<file path="src/rtl/spc_inject_pkg.sv">
package spc_inject_pkg;

   // Which source feeds the serializer in a cycle
   typedef enum logic [1:0] {
      SRC_NONE = 2'd0,
      SRC_FIFO = 2'd1,
      SRC_SPC  = 2'd2
   } load_src_e;

   // Transmitter status seen by the arbiter
   typedef struct packed {
      logic shreg_busy;
      logic hold_full;
      logic ib_stop;
      logic oob_stop;
      logic tx_en;
   } tx_stat_t;

endpackage

</file>
<file path="src/rtl/spc_inject_file.sv">
module spc_inject_file #(
   parameter int DATA_W  = 8,
   parameter int NUM_SPC = 4,
   parameter int SEL_W   = 3
) (
   input  logic              clk,
   input  logic              rst_n,
   input  logic              wr_en,
   input  logic [SEL_W-1:0]  wr_idx,
   input  logic [DATA_W-1:0] wr_data,
   input  logic [SEL_W-1:0]  rd_sel,
   output logic [DATA_W-1:0] rd_data
);

   localparam int FLAT_W = NUM_SPC * DATA_W;

   logic [FLAT_W-1:0] flat;

   generate
      if (NUM_SPC < 1 || NUM_SPC > (1 << SEL_W)) begin : g_bad_count
         $error("spc_inject_file: NUM_SPC must lie in 1..2**SEL_W");
      end
      for (genvar i = 0; i < NUM_SPC; i++) begin : g_ent
         logic [DATA_W-1:0] q;
         always_ff @(posedge clk) begin
            if (!rst_n) begin
               q <= '0;
            end else if (wr_en && (wr_idx == i[SEL_W-1:0])) begin
               q <= wr_data;
            end
         end
         assign flat[i*DATA_W +: DATA_W] = q;
      end
   endgenerate

   always_comb begin
      rd_data = '0;
      for (int i = 0; i < NUM_SPC; i++) begin
         if (rd_sel == i[SEL_W-1:0]) begin
            rd_data = flat[i*DATA_W +: DATA_W];
         end
      end
   end

   logic [SEL_W:0] wr_idx_ext;
   assign wr_idx_ext = {1'b0, wr_idx};

   AST_FILE_OOR_WRITE: assert property (@(posedge clk) disable iff (!rst_n)
      (wr_en && (wr_idx_ext >= NUM_SPC[SEL_W:0])) |=> $stable(flat));

endmodule

</file>
<file path="src/rtl/spc_inject_cmd.sv">
module spc_inject_cmd #(
   parameter int SEL_W   = 3,
   parameter int NUM_SPC = 4
) (
   input  logic             clk,
   input  logic             rst_n,
   input  logic             wr_en,
   input  logic [SEL_W:0]   wr_data,
   input  logic             take,
   output logic [SEL_W:0]   cmd_q,
   output logic             pending,
   output logic [SEL_W-1:0] sel,
   output logic             bad,
   output logic             err_q
);

   localparam logic [SEL_W:0] SEL_LIM = NUM_SPC[SEL_W:0];

   assign pending = cmd_q[SEL_W];
   assign sel     = cmd_q[SEL_W-1:0];

   generate
      if (NUM_SPC == (1 << SEL_W)) begin : g_full_map
         // every select value names a register
         assign bad = 1'b0;
      end else begin : g_part_map
         assign bad = pending && ({1'b0, sel} >= SEL_LIM);
      end
   endgenerate

   always_ff @(posedge clk) begin
      if (!rst_n) begin
         cmd_q <= '0;
         err_q <= 1'b0;
      end else begin
         err_q <= bad;
         if (take || bad) begin
            cmd_q <= '0;
         end else if (wr_en && !pending) begin
            cmd_q <= wr_data;
         end
      end
   end

   AST_BUSY_WRITE_DROPPED: assert property (@(posedge clk) disable iff (!rst_n)
      (pending && wr_en && !take && !bad) |=> $stable(cmd_q));

   AST_ERR_SINGLE_CYCLE: assert property (@(posedge clk) disable iff (!rst_n)
      err_q |=> !err_q);

   AST_ERR_CLEARED: assert property (@(posedge clk) disable iff (!rst_n)
      err_q |-> (cmd_q[SEL_W] == 1'b0 || $past(wr_en)));

endmodule

</file>
<file path="src/rtl/spc_inject_arb.sv">
module spc_inject_arb
   import spc_inject_pkg::*;
#(
   parameter int DATA_W = 8
) (
   input  tx_stat_t          stat,
   input  logic              pending,
   input  logic              bad,
   input  logic [DATA_W-1:0] spc_data,
   input  logic              fifo_valid,
   input  logic [DATA_W-1:0] fifo_data,
   output logic              take,
   output logic              fifo_pop,
   output logic              ser_load,
   output logic [DATA_W-1:0] ser_data,
   output logic              ser_spc
);

   logic      line_idle;
   logic      fifo_open;
   logic      spc_go;
   logic      fifo_go;
   load_src_e src;

   // special path waits only for the serializer to drain
   assign line_idle = !stat.shreg_busy && !stat.hold_full;
   // ordinary path additionally respects gating
   assign fifo_open = !stat.hold_full && stat.tx_en && !stat.ib_stop && !stat.oob_stop;

   assign spc_go  = pending && !bad && line_idle;
   assign fifo_go = fifo_valid && fifo_open && !pending;

   always_comb begin
      if (spc_go)       src = SRC_SPC;
      else if (fifo_go) src = SRC_FIFO;
      else              src = SRC_NONE;
   end

   always_comb begin
      ser_load = 1'b0;
      ser_spc  = 1'b0;
      fifo_pop = 1'b0;
      ser_data = '0;
      case (src)
         SRC_SPC: begin
            ser_load = 1'b1;
            ser_spc  = 1'b1;
            ser_data = spc_data;
         end
         SRC_FIFO: begin
            ser_load = 1'b1;
            fifo_pop = 1'b1;
            ser_data = fifo_data;
         end
         default: ;
      endcase
   end

   assign take = spc_go;

endmodule

</file>
<file path="src/rtl/spc_inject.sv">
module spc_inject
   import spc_inject_pkg::*;
#(
   parameter int DATA_W  = 8,
   parameter int SEL_W   = 3,
   parameter int NUM_SPC = 4
) (
   input  logic              clk,
   input  logic              rst_n,
   input  logic              cmd_we,
   input  logic [SEL_W:0]    cmd_wdata,
   output logic [SEL_W:0]    cmd_q,
   output logic              cmd_err,
   input  logic              spc_we,
   input  logic [SEL_W-1:0]  spc_idx,
   input  logic [DATA_W-1:0] spc_wdata,
   input  logic              shreg_busy,
   input  logic              hold_full,
   input  logic              ib_stop,
   input  logic              oob_stop,
   input  logic              tx_en,
   input  logic              fifo_valid,
   input  logic [DATA_W-1:0] fifo_data,
   output logic              fifo_pop,
   output logic              ser_load,
   output logic [DATA_W-1:0] ser_data,
   output logic              ser_spc
);

   generate
      if (DATA_W < 5 || DATA_W > 9) begin : g_bad_width
         $error("spc_inject: DATA_W must be 5..9 bits");
      end
      if (SEL_W < 1) begin : g_bad_sel
         $error("spc_inject: SEL_W must be at least 1");
      end
   endgenerate

   tx_stat_t          stat;
   logic              pending;
   logic              bad;
   logic              take;
   logic [SEL_W-1:0]  sel;
   logic [DATA_W-1:0] spc_data;

   assign stat = '{shreg_busy: shreg_busy, hold_full: hold_full,
                   ib_stop: ib_stop, oob_stop: oob_stop, tx_en: tx_en};

   spc_inject_cmd #(.SEL_W(SEL_W), .NUM_SPC(NUM_SPC)) u_cmd (
      .clk     (clk),
      .rst_n   (rst_n),
      .wr_en   (cmd_we),
      .wr_data (cmd_wdata),
      .take    (take),
      .cmd_q   (cmd_q),
      .pending (pending),
      .sel     (sel),
      .bad     (bad),
      .err_q   (cmd_err)
   );

   spc_inject_file #(.DATA_W(DATA_W), .NUM_SPC(NUM_SPC), .SEL_W(SEL_W)) u_file (
      .clk     (clk),
      .rst_n   (rst_n),
      .wr_en   (spc_we),
      .wr_idx  (spc_idx),
      .wr_data (spc_wdata),
      .rd_sel  (sel),
      .rd_data (spc_data)
   );

   spc_inject_arb #(.DATA_W(DATA_W)) u_arb (
      .stat       (stat),
      .pending    (pending),
      .bad        (bad),
      .spc_data   (spc_data),
      .fifo_valid (fifo_valid),
      .fifo_data  (fifo_data),
      .take       (take),
      .fifo_pop   (fifo_pop),
      .ser_load   (ser_load),
      .ser_data   (ser_data),
      .ser_spc    (ser_spc)
   );

   AST_SPC_ACK_CLEARS: assert property (@(posedge clk) disable iff (!rst_n)
      ser_spc |=> (cmd_q == '0));

   AST_SPC_AFTER_DRAIN: assert property (@(posedge clk) disable iff (!rst_n)
      ser_spc |-> (!shreg_busy && !hold_full));

   AST_FIFO_GATED: assert property (@(posedge clk) disable iff (!rst_n)
      fifo_pop |-> (tx_en && !ib_stop && !oob_stop && !hold_full && fifo_valid));

   AST_NO_POP_PENDING: assert property (@(posedge clk) disable iff (!rst_n)
      cmd_q[SEL_W] |-> !fifo_pop);

   AST_ERR_NO_LOAD: assert property (@(posedge clk) disable iff (!rst_n)
      cmd_err |-> $past(!ser_load || !ser_spc));

endmodule

</file>
<file path="config.mk">
export PLATFORM = sky130hd
export DESIGN_NAME = spc_inject
export DESIGN_NICKNAME = d
export VERILOG_FILES = /design/src/rtl/spc_inject_pkg.sv /design/src/rtl/spc_inject_file.sv /design/src/rtl/spc_inject_cmd.sv /design/src/rtl/spc_inject_arb.sv /design/src/rtl/spc_inject.sv
export SDC_FILE = /design/constraint.sdc
export NUM_CORES = 1
export LEC_CHECK = 0
export BUFFER_PORTS_ARGS = -buffer_cell sky130_fd_sc_hd__buf_2
export CORE_MARGIN = 5
export CORE_UTILIZATION = 52
export DETAILED_ROUTE_END_ITERATION = 6
export GPL_TIMING_DRIVEN = 0
export MAX_ROUTING_LAYER = met4
export PLACE_DENSITY = 0.79
export SETUP_SLACK_MARGIN = 0.4
export SLEW_MARGIN = 20
export SYNTH_ARGS = -nofsm -noshare
export SYNTH_HDL_FRONTEND = slang
export SYNTH_HIERARCHICAL = 1
export SYNTH_SLANG_ARGS = --single-unit
</file>
<file path="constraint.sdc">
create_clock -name clk -period 2.1 [get_ports clk]
set_input_delay 0.315 -clock clk [delete_from_list [all_inputs] [get_ports clk]]
set_output_delay 0.315 -clock clk [all_outputs]
set_load 0.01 [all_outputs]
</file>
### Yosys cells after proc, flatten, opt, wreduce, memory -nomap -nowiden

Index checks and enable logic that the tools add are counted.

| operators by class | value |
|---|---|
| bitwise logic cells | 1 |
| reductions and logical operators | 25 |
| equal/unequal tests | 8 |
| multiplexer cells | 10 |
| $lt $le $gt $ge | 1 |

Operators with widths:

| operator | number |
|---|---|
| $mux 8 | 4 |
| $pmux 8 s2 | 1 |
| $logic_and 1x1->1 | 14 |
| $eq 3x2->1 const B | 4 |
| $eq 3x1->1 const B | 2 |
| $logic_not 1->1 | 6 |
| $logic_not 3->1 | 2 |
| $mux 1 | 4 |
| $reduce_or 2->1 | 2 |
| $ge 3x3->1 const B | 1 |
| $eq 2x1->1 const B | 1 |
| $eq 2x2->1 const B | 1 |
| $mux 2 | 1 |
| $logic_or 1x1->1 | 1 |
| $not 1->1 | 1 |

| storage, ports and cells | value |
|---|---|
| output and inout port bits | 16 |
| input port bits | 33 |
| flip-flop bits (word level) | 37 |

### Logic depth before layout (Yosys ltp)

| depth | value |
|---|---|
| depth after elaboration | 11 |
| gate-level depth with buffers | 6 |
| mapped depth without buffers | 4 |

### By module

The synthesis kept the hierarchy.

Modules (own cells, without submodules):

| module | instances | cells each | area each (um^2) |
|---|---|---|---|
| spc_inject_file | 1 | 146 | 1437.6 |
| spc_inject_cmd | 1 | 21 | 214.0 |
| spc_inject_arb | 1 | 15 | 160.2 |

### Least setup slack after synthesis

Ideal clock, no wire load.

| path | value |
|---|---|
| kind | reg2out |
| from | reg u_cmd.cmd_q[1] |
| to | out ser_data[0] |
| slack | 0.379 ns |
| stages on the path, launching flop included | 7 |
| data required time | 1.785 ns |
| buffers on the path | 3 |
| arrival time | 1.406 ns |
| path through | dfxtp_1 buf_4 buf_2 buf_4 mux2i_1 o22ai_1 a32o_1 |

RTL lines:

| element | RTL line | text |
|---|---|---|
| from (decl) | spc_inject_cmd.sv:10 | `output logic [SEL_W:0] cmd_q,` |
| from (signal assigned) | spc_inject_cmd.sv:40 | `cmd_q <= wr_data;` |
| $logic_not 3->1 | spc_inject_file.sv:39 | `if (rd_sel == i[SEL_W-1:0]) begin` |
| $mux 8 (3 in series) | spc_inject_file.sv:39 |  |
| $mux 8 (*) | spc_inject_file.sv:39 |  |
| net spc_data[0] | spc_inject.sv:44 | `logic [DATA_W-1:0] spc_data;` |
| $pmux 8 s2 (*) | spc_inject_arb.sv:44 | `case (src)` |
| to (decl) | spc_inject.sv:26 | `output logic [DATA_W-1:0] ser_data,` |

The timed path passes the listed nets; every way through them passes the cells marked *.

### Worst setup path in the final report

| path | value |
|---|---|
| from | reg u_cmd.cmd_q[1] |
| to | out ser_data[7] |

The elaborated chain is that of the path after synthesis.

==> out/metrics.yaml <==
flow_run:
  max_cap_viol_count: 0
timing:
  slew_viol_final: 0
  setup_ws_ns: 0.05071
  fmax_mhz: 488.0
  fin_setup_tns_ns: 0
  rsz0062_at_grt: "true"
  timing.slew.headroom_pct: 62.67
  hold_viol: 0
  finalSetupViolCount: 0
  min_period_ns: 2.049
  fin_crit_sh_pct: 97.59
  skew_ns: 0.0002798
  worst_pin_slew_ns: 0.5599
global_routing:
  grt_overflow: 0
  antenna_found_initial: 0
  grt_use_met3_pct: 6.541
  grtUsageMet1_pct: 23.37
  gr-usage-all-layers_pct: 20.60
  grt_max_degree: 11
  grt.busiest_layer: "met2"
  grt_pass1_wl_um: 7665
  met2_usage_pct: 34.00
  grt_pass1_vias: 1605
die:
  rows: 21
  dieArea_sq_um: 4764
  fp.dieH_um: 69.03
  die_x_um: 69.03
  ios: 49
  start_util_pct: 53.87
  coreArea_sq_um: 3363
placement:
  numPortBuffers: 48
  place_congestion: 0.7559
  dp_cells: 276
  postPlaceCellArea_sq_um: 2113
  place_ws_ns: 0.2030
  dp_hpwl_um: 3035
clock_network:
  cts_max_path_buffers: 2
  cts_tree: "done"
  ctsHtreeMaxLevel: 2
  numCtsBuffers: 5
  clk_pin_slew_ns: 0.10
  root_buffer: "clkbuf_4"
  cts_sinks: 37
  clk_latency_ns: 0.34
synth:
  synthDistinctLibCells: 26
  syn_area_sq_um: 1812
  postSynthCellCount: 182
  synth-edff-count: 0
  async_flop_share_pct: 0
  syn_avg_cell_area_sq_um: 9.955
  synth_ff_type: "dfxtp_1"
  synth_seq_cells: 37
  yosysSeqAreaShare_pct: 40.88
  synthesis.nets: 215
  ys_warn_count: 6
power:
  p_total_uw: 1353
  p_int_uw: 983.4
  seqPwrFrac_pct: 54.4
  pwr-share-clk_pct: 27.0
  power_density_nw_per_um2: 547.3
  p_switching_uw: 369.7
  p_leak_uw: 0.001138
  power_switching_share_pct: 27.32
  pwr-share-comb_pct: 18.5
  vdd_drop_max_uv: 424.4
worst_setup_path:
  worst-setup-path-type: "flop to output pin"
  crit_start: "u_cmd/cmd_q[1]"
  cp-end-kind: "output pin"
  critPathArrivalTime_ns: 1.73
  crit-reg2reg-launch: "u_cmd/cmd_q[2]"
  path_max_fanout: 5
  required_ns: 1.78
  start_kind: "flop"
route:
  dr.pass1.iters: 4
  route.detailed.drc: 0
  vias: 1631
  viasPerCell: 5.510
  drt-initial-drc-count: 56
  drt_wl_total_um: 4956
  wl_per_cell_um: 16.74
  drt.antenna.violating_nets: 0
final_layout:
  fin_area_sq_um: 2472
  nets: 282
  seq_area_sq_um: 747.0
  area_delta_synth_final_pct: 36.46
  drive_gt1_share_pct: 42.00
  diodes: 0
  multiInputGateArea_sq_um: 1104
  fin_cells: 296
  fill_cells: 267
min_path:
  hold_class: "input port to flop"
  worstHoldStart: "cmd_wdata[2]"
outcome:
  outcome: "complete, no violations"
-- area by class of cell --
cell class | instances | share of cell area [%]
multi-input combinational | 128 | 44.64
sequential | 37 | 30.21
buffer | 17 | 5.263
clock buffer | 8 | 1.974
tap | 46 | 2.328
timing repair buffer | 60 | 15.59
-- Yosys cell counts (all sizes together) (2+ instances only) --
cell type | count | area share, %
o22ai | 8 | 2.8
dfxtp | 37 | 41
nor4b | 3 | 3.1
buf | 13 | 4.4
mux2i | 51 | 28
and2 | 2 | 0.83
clkbuf | 4 | 0.83
nand2 | 40 | 8.3
nor2 | 4 | 0.83
nor2b | 2 | 0.69
a32o | 8 | 4.4
-- cells in the final DEF, fill, tap and decap left out, types with 2 or more instances in the layout --
| cell | count |
|---|---|
| a32o_1 | 7 |
| and2_4 | 2 |
| buf_2 | 50 |
| buf_4 | 9 |
| buf_6 | 9 |
| buf_8 | 2 |
| clkbuf_1 | 7 |
| clkbuf_4 | 5 |
| dfxtp_1 | 34 |
| dfxtp_2 | 2 |
| mux2i_1 | 43 |
| mux2i_2 | 4 |
| mux2i_4 | 4 |
| nand2_1 | 40 |
| nor2_1 | 4 |
| nor2b_1 | 2 |
| nor4b_4 | 3 |
| o22ai_2 | 7 |
-- registers in the layout, summed over array words and instances (netlist names) --
name,flops
u_file/g_ent.q,32
u_cmd/cmd_q,4
u_cmd/err_q,1
-- path summary, 6_finish.rpt --
kind                                              to  slack (ns)  cells after the start
worst max-delay path                     ser_data[7]        0.05                      7
worst min-delay path                  u_cmd/cmd_q[2]        0.21                      3
worst max register to register        u_cmd/cmd_q[1]        0.69                      6
worst min register to register  u_file/g_ent[2].q[0]        0.47                      2
-- cells by family after synthesis --
| logic type | Yosys count | synth area share, % |
|---|---|---|
| buf+inv | 17 | 5.249 |
| flops | 37 | 40.88 |
| mux | 51 | 28.18 |
| compound gates | 18 | 7.873 |
| simple gates | 59 | 17.82 |
-- critical path: stages, from the launching register on --
cell and delay, ns:
dfxtp_2 0.35, buf_6 0.09, buf_8 0.12, buf_8 0.14, mux2i_2 0.24, o22ai_2 0.10, a32o_1 0.21, buf_2 0.14
-- through the flow --
| stage | hold slack, ns | utilization [%] |
|---|---|---|
| after global placement | 0.4413 | 62.83 |
| after floorplan | 0.4344 | - |
| after CTS | 0.2002 | 71.02 |
| final | 0.2099 | 73.51 |
| after global routing | 0.2075 | 73.51 |
| after detailed placement | 0.4495 | 62.83 |
-- layer usage --
metal	vias up	routed length, um	share of wire, %
met4	0	61	1.2
li1	785	-	-
met5	-	0	0
met3	7	508	10
met1	747	1984	40
met2	92	2401	48
-- what timing repair did --
action | 4_1_cts | 5_1_grt
hold buffers | 0 | 0
cloned | 1 | 1
endpoints found under the setup margin | 11 | 11
buffers inserted | 9 | 1
resized for setup | 33 | 14
endpoints found under the hold margin | 0 | 0
pin swaps | 9 | 3
-- power by group through the flow --
| stage | registers, uW | logic (uW) | clock network (uW) |
|---|---|---|---|
| floorplan | 749 | 114 | 0 |
| detailed placement | 750 | 186 | 0 |
| global route | 739 | 268 | 398 |
| CTS | 735 | 234 | 365 |
| finish | 737 | 251 | 366 |
| global placement | 749 | 184 | 0 |
Power figures use the tool's default switching activity.
